[src/rtl/bootcs_pkg.sv]
package bootcs_pkg;
  typedef enum logic [1:0] {
    ACC_IDLE = 2'd0,
    ACC_SEL  = 2'd1,
    ACC_SKIP = 2'd2
  } acc_state_e;

  localparam logic [1:0] SEL_BASE = 2'd0;
  localparam logic [1:0] SEL_MASK = 2'd1;
  localparam logic [1:0] SEL_CTRL = 2'd2;

  localparam int CTRL_VALID  = 0;
  localparam int CTRL_P16    = 1;
  localparam int CTRL_WS_LSB = 2;
endpackage

[src/rtl/bootcs_regs.sv]
module bootcs_regs
  import bootcs_pkg::*;
#(
  parameter int ADDR_W = 24,
  parameter int WS_W   = 4,
  parameter int RST_WS = 3
) (
  input  logic              clk,
  input  logic              rst,
  input  logic              cfg_we,
  input  logic [1:0]        cfg_sel,
  input  logic [ADDR_W-1:0] cfg_wdata,
  output logic [ADDR_W-1:0] base_o,
  output logic [ADDR_W-1:0] mask_o,
  output logic              valid_o,
  output logic              global_o,
  output logic              p16_o,
  output logic [WS_W-1:0]   ws_o
);
  localparam int WS_MSB = CTRL_WS_LSB + WS_W - 1;

  logic [ADDR_W-1:0] base_q, mask_q;
  logic              valid_q, global_q, p16_q;
  logic [WS_W-1:0]   ws_q;

  always_ff @(posedge clk) begin
    if (rst) begin
      base_q   <= '0;
      mask_q   <= '0;
      valid_q  <= 1'b0;
      global_q <= 1'b1;
      p16_q    <= 1'b1;
      ws_q     <= WS_W'(RST_WS);
    end else if (cfg_we) begin
      case (cfg_sel)
        SEL_BASE: base_q <= cfg_wdata;
        SEL_MASK: mask_q <= cfg_wdata;
        SEL_CTRL: begin
          valid_q <= cfg_wdata[CTRL_VALID];
          p16_q   <= cfg_wdata[CTRL_P16];
          ws_q    <= cfg_wdata[WS_MSB:CTRL_WS_LSB];
          if (cfg_wdata[CTRL_VALID]) global_q <= 1'b0;
        end
        default: ;
      endcase
    end
  end

  assign base_o   = base_q;
  assign mask_o   = mask_q;
  assign valid_o  = valid_q;
  assign global_o = global_q;
  assign p16_o    = p16_q;
  assign ws_o     = ws_q;

  // Global decode, once left, stays off until reset.
  assert_global_sticky_R6: assert property (@(posedge clk) disable iff (rst)
    !global_q |=> !global_q);

  // A set valid bit always means windowed decode.
  assert_valid_ends_global_R5: assert property (@(posedge clk) disable iff (rst)
    valid_q |-> !global_q);
endmodule

[src/rtl/bootcs_decode.sv]
module bootcs_decode #(
  parameter int ADDR_W = 24
) (
  input  logic [ADDR_W-1:0] addr,
  input  logic [ADDR_W-1:0] base,
  input  logic [ADDR_W-1:0] mask,
  input  logic              valid,
  input  logic              global_en,
  output logic              hit
);
  logic [ADDR_W-1:0] diff;

  always_comb begin
    diff = (addr ^ base) & ~mask;
    hit  = global_en | (valid & (diff == '0));
  end
endmodule

[src/rtl/bootcs_timer.sv]
module bootcs_timer
  import bootcs_pkg::*;
#(
  parameter int WS_W = 4
) (
  input  logic            clk,
  input  logic            rst,
  input  logic            bus_as,
  input  logic            hit,
  input  logic [WS_W-1:0] ws_cfg,
  input  logic            p16_cfg,
  output logic            cs_o,
  output logic            dack_o,
  output logic            p16_o
);
  acc_state_e      st_q;
  logic [WS_W-1:0] cnt_q;
  logic            cs_q, dack_q, p16_q;

  always_ff @(posedge clk) begin
    if (rst) begin
      st_q   <= ACC_IDLE;
      cnt_q  <= '0;
      cs_q   <= 1'b0;
      dack_q <= 1'b0;
      p16_q  <= 1'b1;
    end else if (!bus_as) begin
      st_q   <= ACC_IDLE;
      cs_q   <= 1'b0;
      dack_q <= 1'b0;
    end else begin
      case (st_q)
        ACC_IDLE: begin
          if (hit) begin
            st_q  <= ACC_SEL;
            cs_q  <= 1'b1;
            cnt_q <= ws_cfg;
            p16_q <= p16_cfg;
          end else begin
            st_q <= ACC_SKIP;
          end
        end
        ACC_SEL: begin
          if (cnt_q != '0) cnt_q <= cnt_q - 1'b1;
          else             dack_q <= 1'b1;
        end
        default: ;
      endcase
    end
  end

  assign cs_o   = cs_q;
  assign dack_o = dack_q;
  assign p16_o  = p16_q;

  assert_release_R9: assert property (@(posedge clk) disable iff (rst)
    !bus_as |=> (!cs_q && !dack_q));

  assert_ack_inside_select_R7: assert property (@(posedge clk) disable iff (rst)
    dack_q |-> cs_q);

  assert_no_ack_at_start_R7: assert property (@(posedge clk) disable iff (rst)
    $rose(cs_q) |-> !dack_q);

  assert_width_held_R10: assert property (@(posedge clk) disable iff (rst)
    (cs_q && $past(cs_q)) |-> $stable(p16_q));
endmodule

[src/rtl/boot_cs_ctrl.sv]
module boot_cs_ctrl #(
  parameter int ADDR_W = 24,
  parameter int WS_W   = 4,
  parameter int RST_WS = 3
) (
  input  logic              clk,
  input  logic              rst,
  input  logic [ADDR_W-1:0] bus_addr,
  input  logic              bus_as,
  input  logic              cfg_we,
  input  logic [1:0]        cfg_sel,
  input  logic [ADDR_W-1:0] cfg_wdata,
  output logic              boot_cs,
  output logic              boot_dack,
  output logic              boot_port16
);
  logic [ADDR_W-1:0] base_w, mask_w;
  logic              valid_w, global_w, p16_w, hit_w;
  logic [WS_W-1:0]   ws_w;

  bootcs_regs #(.ADDR_W(ADDR_W), .WS_W(WS_W), .RST_WS(RST_WS)) u_regs (
    .clk(clk), .rst(rst), .cfg_we(cfg_we), .cfg_sel(cfg_sel),
    .cfg_wdata(cfg_wdata), .base_o(base_w), .mask_o(mask_w),
    .valid_o(valid_w), .global_o(global_w), .p16_o(p16_w), .ws_o(ws_w)
  );

  bootcs_decode #(.ADDR_W(ADDR_W)) u_decode (
    .addr(bus_addr), .base(base_w), .mask(mask_w), .valid(valid_w),
    .global_en(global_w), .hit(hit_w)
  );

  bootcs_timer #(.WS_W(WS_W)) u_timer (
    .clk(clk), .rst(rst), .bus_as(bus_as), .hit(hit_w), .ws_cfg(ws_w),
    .p16_cfg(p16_w), .cs_o(boot_cs), .dack_o(boot_dack), .p16_o(boot_port16)
  );
endmodule

[config.mk]
export PLATFORM = sky130hd
export DESIGN_NAME = boot_cs_ctrl
export DESIGN_NICKNAME = d
export VERILOG_FILES = /design/src/rtl/bootcs_pkg.sv /design/src/rtl/bootcs_regs.sv /design/src/rtl/bootcs_decode.sv /design/src/rtl/bootcs_timer.sv /design/src/rtl/boot_cs_ctrl.sv
export SDC_FILE = /design/constraint.sdc
export NUM_CORES = 1
export LEC_CHECK = 0
export BUFFER_PORTS_ARGS = -buffer_cell sky130_fd_sc_hd__buf_2
export CAP_MARGIN = 20
export CORE_ASPECT_RATIO = 0.6
export CORE_UTILIZATION = 40
export CTS_CLUSTER_SIZE = 16
export DETAILED_ROUTE_END_ITERATION = 6
export SYNTH_ARGS = -nofsm -noshare
export SYNTH_HDL_FRONTEND = slang
export SYNTH_SLANG_ARGS = --single-unit
[constraint.sdc]
create_clock -name clk -period 7 [get_ports clk]
set_input_delay 0.35 -clock clk [delete_from_list [all_inputs] [get_ports clk]]
set_output_delay 0.35 -clock clk [all_outputs]
set_load 0.005 [all_outputs]
==> results of run 1 <==
-- how the worst min path moves through the flow --
| stage | to | from | depth (start not counted) |
|---|---|---|---|
| after global placement | u_regs.mask_o[13] | u_regs.mask_o[13] | 2 |
| after detailed placement | u_regs.mask_o[11] | u_regs.mask_o[11] | 2 |
| after CTS | u_regs.base_o[22] | cfg_wdata[22] | 3 |
| after global routing | u_regs.base_o[22] | cfg_wdata[22] | 3 |
| after floorplan | u_regs.mask_o[20] | u_regs.mask_o[20] | 2 |
| final | u_regs.base_o[22] | cfg_wdata[22] | 3 |
-- power groups by stage --
| stage | registers (mW) | logic [mW] | clock network [mW] |
|---|---|---|---|
| global route | 0.390 | 0.0969 | 0.422 |
| CTS | 0.389 | 0.0861 | 0.401 |
| floorplan | 0.393 | 0.0548 | 0 |
| detailed placement | 0.396 | 0.0858 | 0 |
| global placement | 0.396 | 0.0846 | 0 |
| finish | 0.389 | 0.0872 | 0.392 |
-- layout make-up --
class	count	share of cell area, %
Timing Repair Buffer	58	9.262
Sequential cell	64	38.55
Clock buffer	13	7.530
Tap cell	84	3.163
Inverter	8	0.9036
Multi-Input combinational cell	253	40.44
Clock inverter	1	0.1506
-- critical path, cell delays in order (launching register included) --
cell and delay, ns:
dfxtp_1 0.31, xnor2_1 0.20, o22ai_1 0.12, or4_4 0.56
o41a_4 0.53, or4_1 0.51, a21oi_1 0.17
-- stage by stage --
step	std cells	power [mW]	setup WS [ns]
5_1_grt	481	0.9093	4.415
4_1_cts	480	0.8762	4.512
2_1_floorplan	343	0.4481	4.710
6_report	481	0.8682	4.529
3_3_place_gp	466	0.4805	4.435
3_5_place_dp	466	0.4822	4.426
-- routing by layer --
| layer | wire length (um) | vias to the layer above |
|---|---|---|
| met4 | 89 | 0 |
| met5 | 0 | - |
| met3 | 461 | 10 |
| met2 | 2908 | 59 |
| li1 | - | 1253 |
| met1 | 3399 | 1109 |
-- cell usage after synthesis (2+ instances only) --
| cell | instances |
|---|---|
| nor2_1 | 6 |
| a21oi_1 | 56 |
| nand3_1 | 5 |
| o41a_1 | 2 |
| ha_1 | 2 |
| xnor2_1 | 24 |
| o22ai_1 | 10 |
| nand3b_1 | 2 |
| or3_1 | 3 |
| o21a_1 | 2 |
| or4_1 | 3 |
| nor3b_1 | 3 |
| clkbuf_1 | 14 |
| dfxtp_1 | 64 |
| inv_1 | 8 |
| o31ai_1 | 3 |
| o21ai_0 | 3 |
| clkbuf_8 | 3 |
| nor3_1 | 2 |
| nand2_1 | 114 |
-- registers in the layout (all words and copies together) (netlist names) --
register,cells
u_timer.cnt_q,4
u_regs.global_o,1
u_timer.st_q,2
u_regs.valid_o,1
u_timer.cs_o,1
u_timer.p16_o,1
u_regs.mask_o,24
u_timer.dack_o,1
u_regs.ws_o,4
u_regs.base_o,24
u_regs.p16_o,1
-- cell usage in the layout (no fill, tap or decap), types with 3 or more instances in the layout --
master | Yosys | final
or3_1 | 3 | 3
nand2_1 | 114 | 114
nand3_1 | 5 | 5
buf_2 | 0 | 56
a21oi_1 | 56 | 56
clkbuf_1 | 14 | 3
dfxtp_1 | 64 | 64
or4_1 | 3 | 3
nor2_1 | 6 | 6
clkbuf_16 | 0 | 9
o31ai_1 | 3 | 3
o22ai_1 | 10 | 10
xnor2_1 | 24 | 24
o21ai_0 | 3 | 3
inv_1 | 8 | 8
-- cells by family after synthesis --
family | count (synthesis) | synth area share, %
compound gates | 83 | 17.83
xor+xnor | 24 | 7.640
fa+ha+maj | 2 | 0.9094
buf+inv | 26 | 4.775
flops | 64 | 46.57
simple gates | 144 | 22.28
==> impl_metrics.csv, run 1 <==
group,metric,value,unit
setup_path,r2r_slack,4.53,ns
clock_network,insertion_delay,0.33,ns
die,die_x,109.1,um
drt,ant_nets,0,
yosys,ys.flop_type,"dfxtp_1",
yosys,ys_types,34,
clock_network,ctsResizeCount,0,
clock_network,cts.clk_slew.worst_paths,0.05,ns
global_route,grt_pass1_vias,2246,
die,die_h,66.24,um
cells_and_area,area_delta_synth_final,20.78,%
timing,layout_min_cycle_time,2.471,ns
yosys,synth.avg_cell_area,8.022,sq um
global_route,grt_pass1_wl,10.82,mm
power,clkPwrFrac,45.1,%
setup_path,critPathKind,"register to register",
setup_path,r2r-end,"u_timer.cnt_q[2]",
timing,maxSlewViolCount,0,
timing,skew,0.004391,ns
die,ioPinCount,57,
clock_network,cts_tree,"done",
global_route,grt_use_met1,27.37,%
setup_path,worstRegToRegCells,6,
hold_path,min_path_type,"primary input to register",
cells_and_area,drive_gt1_share,18.89,%
die,rows,22,
cells_and_area,fillers,639,
timing,fin_setup_tns,0,ns
yosys,ys_seq_area_share,46.57,%
setup_path,r2r-start,"u_regs.base_o[23]",
drt,routed_via_density,5.054,
placement,post_dp_cell_area,3048,sq um
placement,portBuffers,56,
setup_path,path_max_fanout,9,
timing,hold_violations,0,
timing,rsz0062_at_grt,"false",
cells_and_area,diodes,0,
die,core-area,6359,sq um
drt,drt_wl_total,6.858,mm
setup_path,crit_path_start,"u_regs.base_o[23]",
global_route,grt_antenna_before_repair,0,
setup_path,cp-start-kind,"register",
status,status,"finished clean",
timing,fmaxAchievable,0.4046,GHz
timing,hold_slack,0.2698,ns
clock_network,cts-htree-levels,3,
yosys,yosysTopAreaCellShare,46.57,%
drt,wl_per_cell,14.26,um
setup_path,end_kind,"register",
yosys,synthArstFlopShare,0,%
yosys,syn_inst,343,
setup_path,cp.required,7.25,ns
drt,post-route-drc-count,0,
clock_network,cts_buffers,9,
yosys,ys.warnings.count,0,
power,netSwitchingFraction,23.59,%
setup_path,crit_end,"u_timer.cnt_q[2]",
global_route,overflow,0,
cells_and_area,seq_area,1281,sq um
drt,vias,2431,
drt,initialDrtViolationCount,138,
drt,dr.pass1.iters,4,
cells_and_area,multi_input_area,1344,sq um
die,start_util,43.27,%
clock_network,cts_buffer_depth,2,
global_route,use_met2,30.03,%
yosys,synth_nets,399,
cells_and_area,design_area,3323,sq um
cells_and_area,nets,450,
placement,hpwl,4.573,mm
clock_network,ctsHoldBuffers,0,
yosys,ys_top_cells_by_area,"dfxtp_1 (47%), nand2_1 (16%), a21oi_1 (10%), xnor2_1 (7.6%), o22ai_1 (2.3%)",
global_route,grt_max_degree,59,
clock_network,clock-sinks,64,
global_route,use_met3,8.670,%
power,leakagePower,1.258,nW
power,seqPwrFrac,44.8,%
yosys,synthesis.area,2751,sq um
power,combPwrFrac,10.0,%
power,ir_drop,0.1415,mV
power,power_density,261.2,nW/um^2
timing,worst_pin_slew,1.021,ns
clock_network,post_cts_buffers,0,
run,drv_cap,0,
placement,gp_congestion,0.8016,
global_route,grt_usage,20.79,%
power,p_sw,204.8,uW
die,die-area,7225,sq um
timing,setup_violations,0,
yosys,synth_area_leader_cell,"dfxtp_1",
yosys,ys_ff_latch,64,
setup_path,arrival,2.73,ns
timing,post-route-period-util,35.31,%
power,p_int,663.4,uW
global_route,grt.busiest_layer,"met2",
timing,max_slew_margin,31.75,%
clock_network,cts_root_buf,"clkbuf_16",
cells_and_area,final_util,52.26,%
yosys,synth_edf_count,0,
Power figures use the tool's default switching activity.
==> run 2, diff against run 1 <==
==> constraint.sdc (replaced) <==
create_clock -name clk -period 2.1 [get_ports clk]
set_input_delay 0.105 -clock clk [delete_from_list [all_inputs] [get_ports clk]]
set_output_delay 0.105 -clock clk [all_outputs]
set_load 0.005 [all_outputs]
==> impl_metrics.csv, run 2 (same netlist as run 1, synthesis figures left out) <==
group,metric,value,unit
clock_network,cts_buffers,9,
die,start_util,43.27,%
power,leakagePower,1.328,nW
power,p_sw,694.4,uW
clock_network,cts.clk_slew.worst_paths,0.05,ns
cells_and_area,nets,459,
drt,initialDrtViolationCount,144,
setup_path,cp-start-kind,"register",
power,power.total,2.923,mW
die,die_x,109.1,um
timing,hold_slack,0.02392,ns
setup_path,r2r-end,"u_timer.cnt_q[1]",
placement,post_dp_cell_area,3114,sq um
timing,finalWorstSetupSlack,-0.1670,ns
power,power_density,842.7,nW/um^2
drt,routed_via_density,5.043,
drt,drt_wl_total,7.003,mm
timing,rsz0062_at_grt,"true",
die,rows,22,
setup_path,r2r-start,"u_regs.base_o[2]",
global_route,grt_antenna_before_repair,0,
cells_and_area,drive_gt1_share,25.37,%
drt,post-route-drc-count,0,
timing,worst_pin_slew,0.6298,ns
global_route,overflow,0,
die,die_h,66.24,um
setup_path,cp.required,2.36,ns
setup_path,crit_end,"u_timer.cnt_q[1]",
setup_path,max_stage_delay,0.57,ns
clock_network,cts_root_buf,"clkbuf_16",
power,netSwitchingFraction,23.76,%
status,violations,"setup timing",
setup_path,cp_top_family,"simple AND/OR/NAND/NOR gates",
hold_path,min_path_type,"primary input to register",
power,clkPwrFrac,44.6,%
clock_network,ctsHoldBuffers,0,
setup_path,path_buf_inv,0,
power,ir_drop,0.3649,mV
placement,gp_congestion,0.8089,
timing,fmaxAchievable,0.4411,GHz
timing,hold_violations,0,
timing,layout_min_cycle_time,2.267,ns
cells_and_area,area_delta_synth_final,26.06,%
clock_network,cts-htree-levels,3,
setup_path,critPathSlowestCell,"or4_4",
drt,vias,2471,
timing,skew,0.003005,ns
hold_path,worstHoldStart,"cfg_wdata[7]",
cells_and_area,layout_commonest_cell,"nand2_1",
setup_path,r2r_slack,-0.17,ns
cells_and_area,diodes,0,
run,drv_cap,0,
timing,post-route-period-util,108.0,%
die,ioPinCount,57,
die,core-area,6359,sq um
clock_network,cts_tree,"done",
clock_network,insertion_delay,0.33,ns
clock_network,clock-sinks,64,
power,seqPwrFrac,44.4,%
cells_and_area,design_area,3468,sq um
setup_path,path_max_fanout,7,
timing,fin_setup_tns,-0.7730,ns
drt,ant_nets,0,
setup_path,arrival,2.53,ns
placement,post-place-ws,-0.2357,ns
placement,hpwl,4.883,mm
timing,max_slew_margin,57.57,%
setup_path,crit_chain,"xnor2_2, o22ai_1, or4_4, o41a_4, or4_4, a21oi_2",
global_route,grt_pass1_vias,2250,
timing,maxSlewViolCount,0,
setup_path,worstRegToRegCells,6,
cells_and_area,final_cell_mix,"nand2_1 (114), dfxtp_1 (57), buf_2 (56)",
global_route,grt_max_degree,31,
power,combPwrFrac,11.1,%
clock_network,cts_buffer_depth,2,
setup_path,worst-path-stages,6,
setup_path,critPathKind,"register to register",
status,status,"complete, but fails checks",
global_route,grt_usage,21.11,%
drt,dr.pass1.iters,4,
placement,portBuffers,56,
setup_path,end_kind,"register",
drt,wl_per_cell,14.29,um
die,die-area,7225,sq um
global_route,grt_pass1_wl,11.07,mm
timing,setup_violations,7,
power,p_int,2.228,mW
setup_path,crit_path_start,"u_regs.base_o[2]",
setup_path,cp_common_cell,"or4_4",
==> run 2: cell count changes in the layout (fill, tap and decap cells not counted), moves of 2 or more <==
cell and change:
xnor2_1 -4, buf_4 +10, dfxtp_1 -7, or4_4 +2
xnor2_2 +4, or4_1 -2, dfxtp_2 +7
==> run 2: worst min-delay path by stage <==
stage	to	cells past startpoint
finish	u_regs.base_o[7]	3
CTS	u_regs.base_o[7]	3
floorplan	u_regs.p16_o	2
global route	u_regs.mask_o[11]	3
detailed placement	u_regs.base_o[7]	3
global placement	u_regs.mask_o[11]	3
==> run 2: final cells by class <==
| class | instances | area, sq um |
|---|---|---|
| flip-flops and latches | 64 | 1290 |
| inverters | 8 | 30.03 |
| clock inverters | 1 | 5.005 |
| multi-input cells | 253 | 1425 |
| fillers | 615 | 2890 |
| well taps | 84 | 105.1 |
| repair buffers | 67 | 362.8 |
| clock buffers | 13 | 250.2 |
==> run 2: repair_timing <==
item	CTS	global route
endpoints found under the hold margin	0	0
pin swaps	14	6
resized for setup	9	10
setup buffers	1	1
setup endpoints to repair	6	8
==> run 2: power groups by stage <==
stage	clock (mW)	combinational [mW]	sequential (mW)
after floorplan	0	0.184	1.31
after global placement	0	0.301	1.32
after detailed placement	0	0.304	1.32
after CTS	1.33	0.312	1.29
after global routing	1.39	0.360	1.30
final	1.30	0.324	1.30
==> run 2: metrics by stage <==
stage,std cells,utilization (%)
2_1_floorplan,343,-
3_3_place_gp,474,48.98
3_5_place_dp,474,48.98
4_1_cts,489,53.74
5_1_grt,490,54.55
6_report,490,54.55
==> run 2: worst min-delay path: stages <==
cell and delay, ns:
buf_2 0.10, nand2_1 0.05, a21oi_1 0.05
==> run 2: per-layer routing <==
metal | wire length, um | up-vias | GRT usage, %
li1 | - | 1270 | -
met4 | 49 | 0 | 7.095
met2 | 2831 | 72 | 29.72
met1 | 3657 | 1125 | 29.19
met5 | 0 | - | 0
met3 | 465 | 4 | 7.783
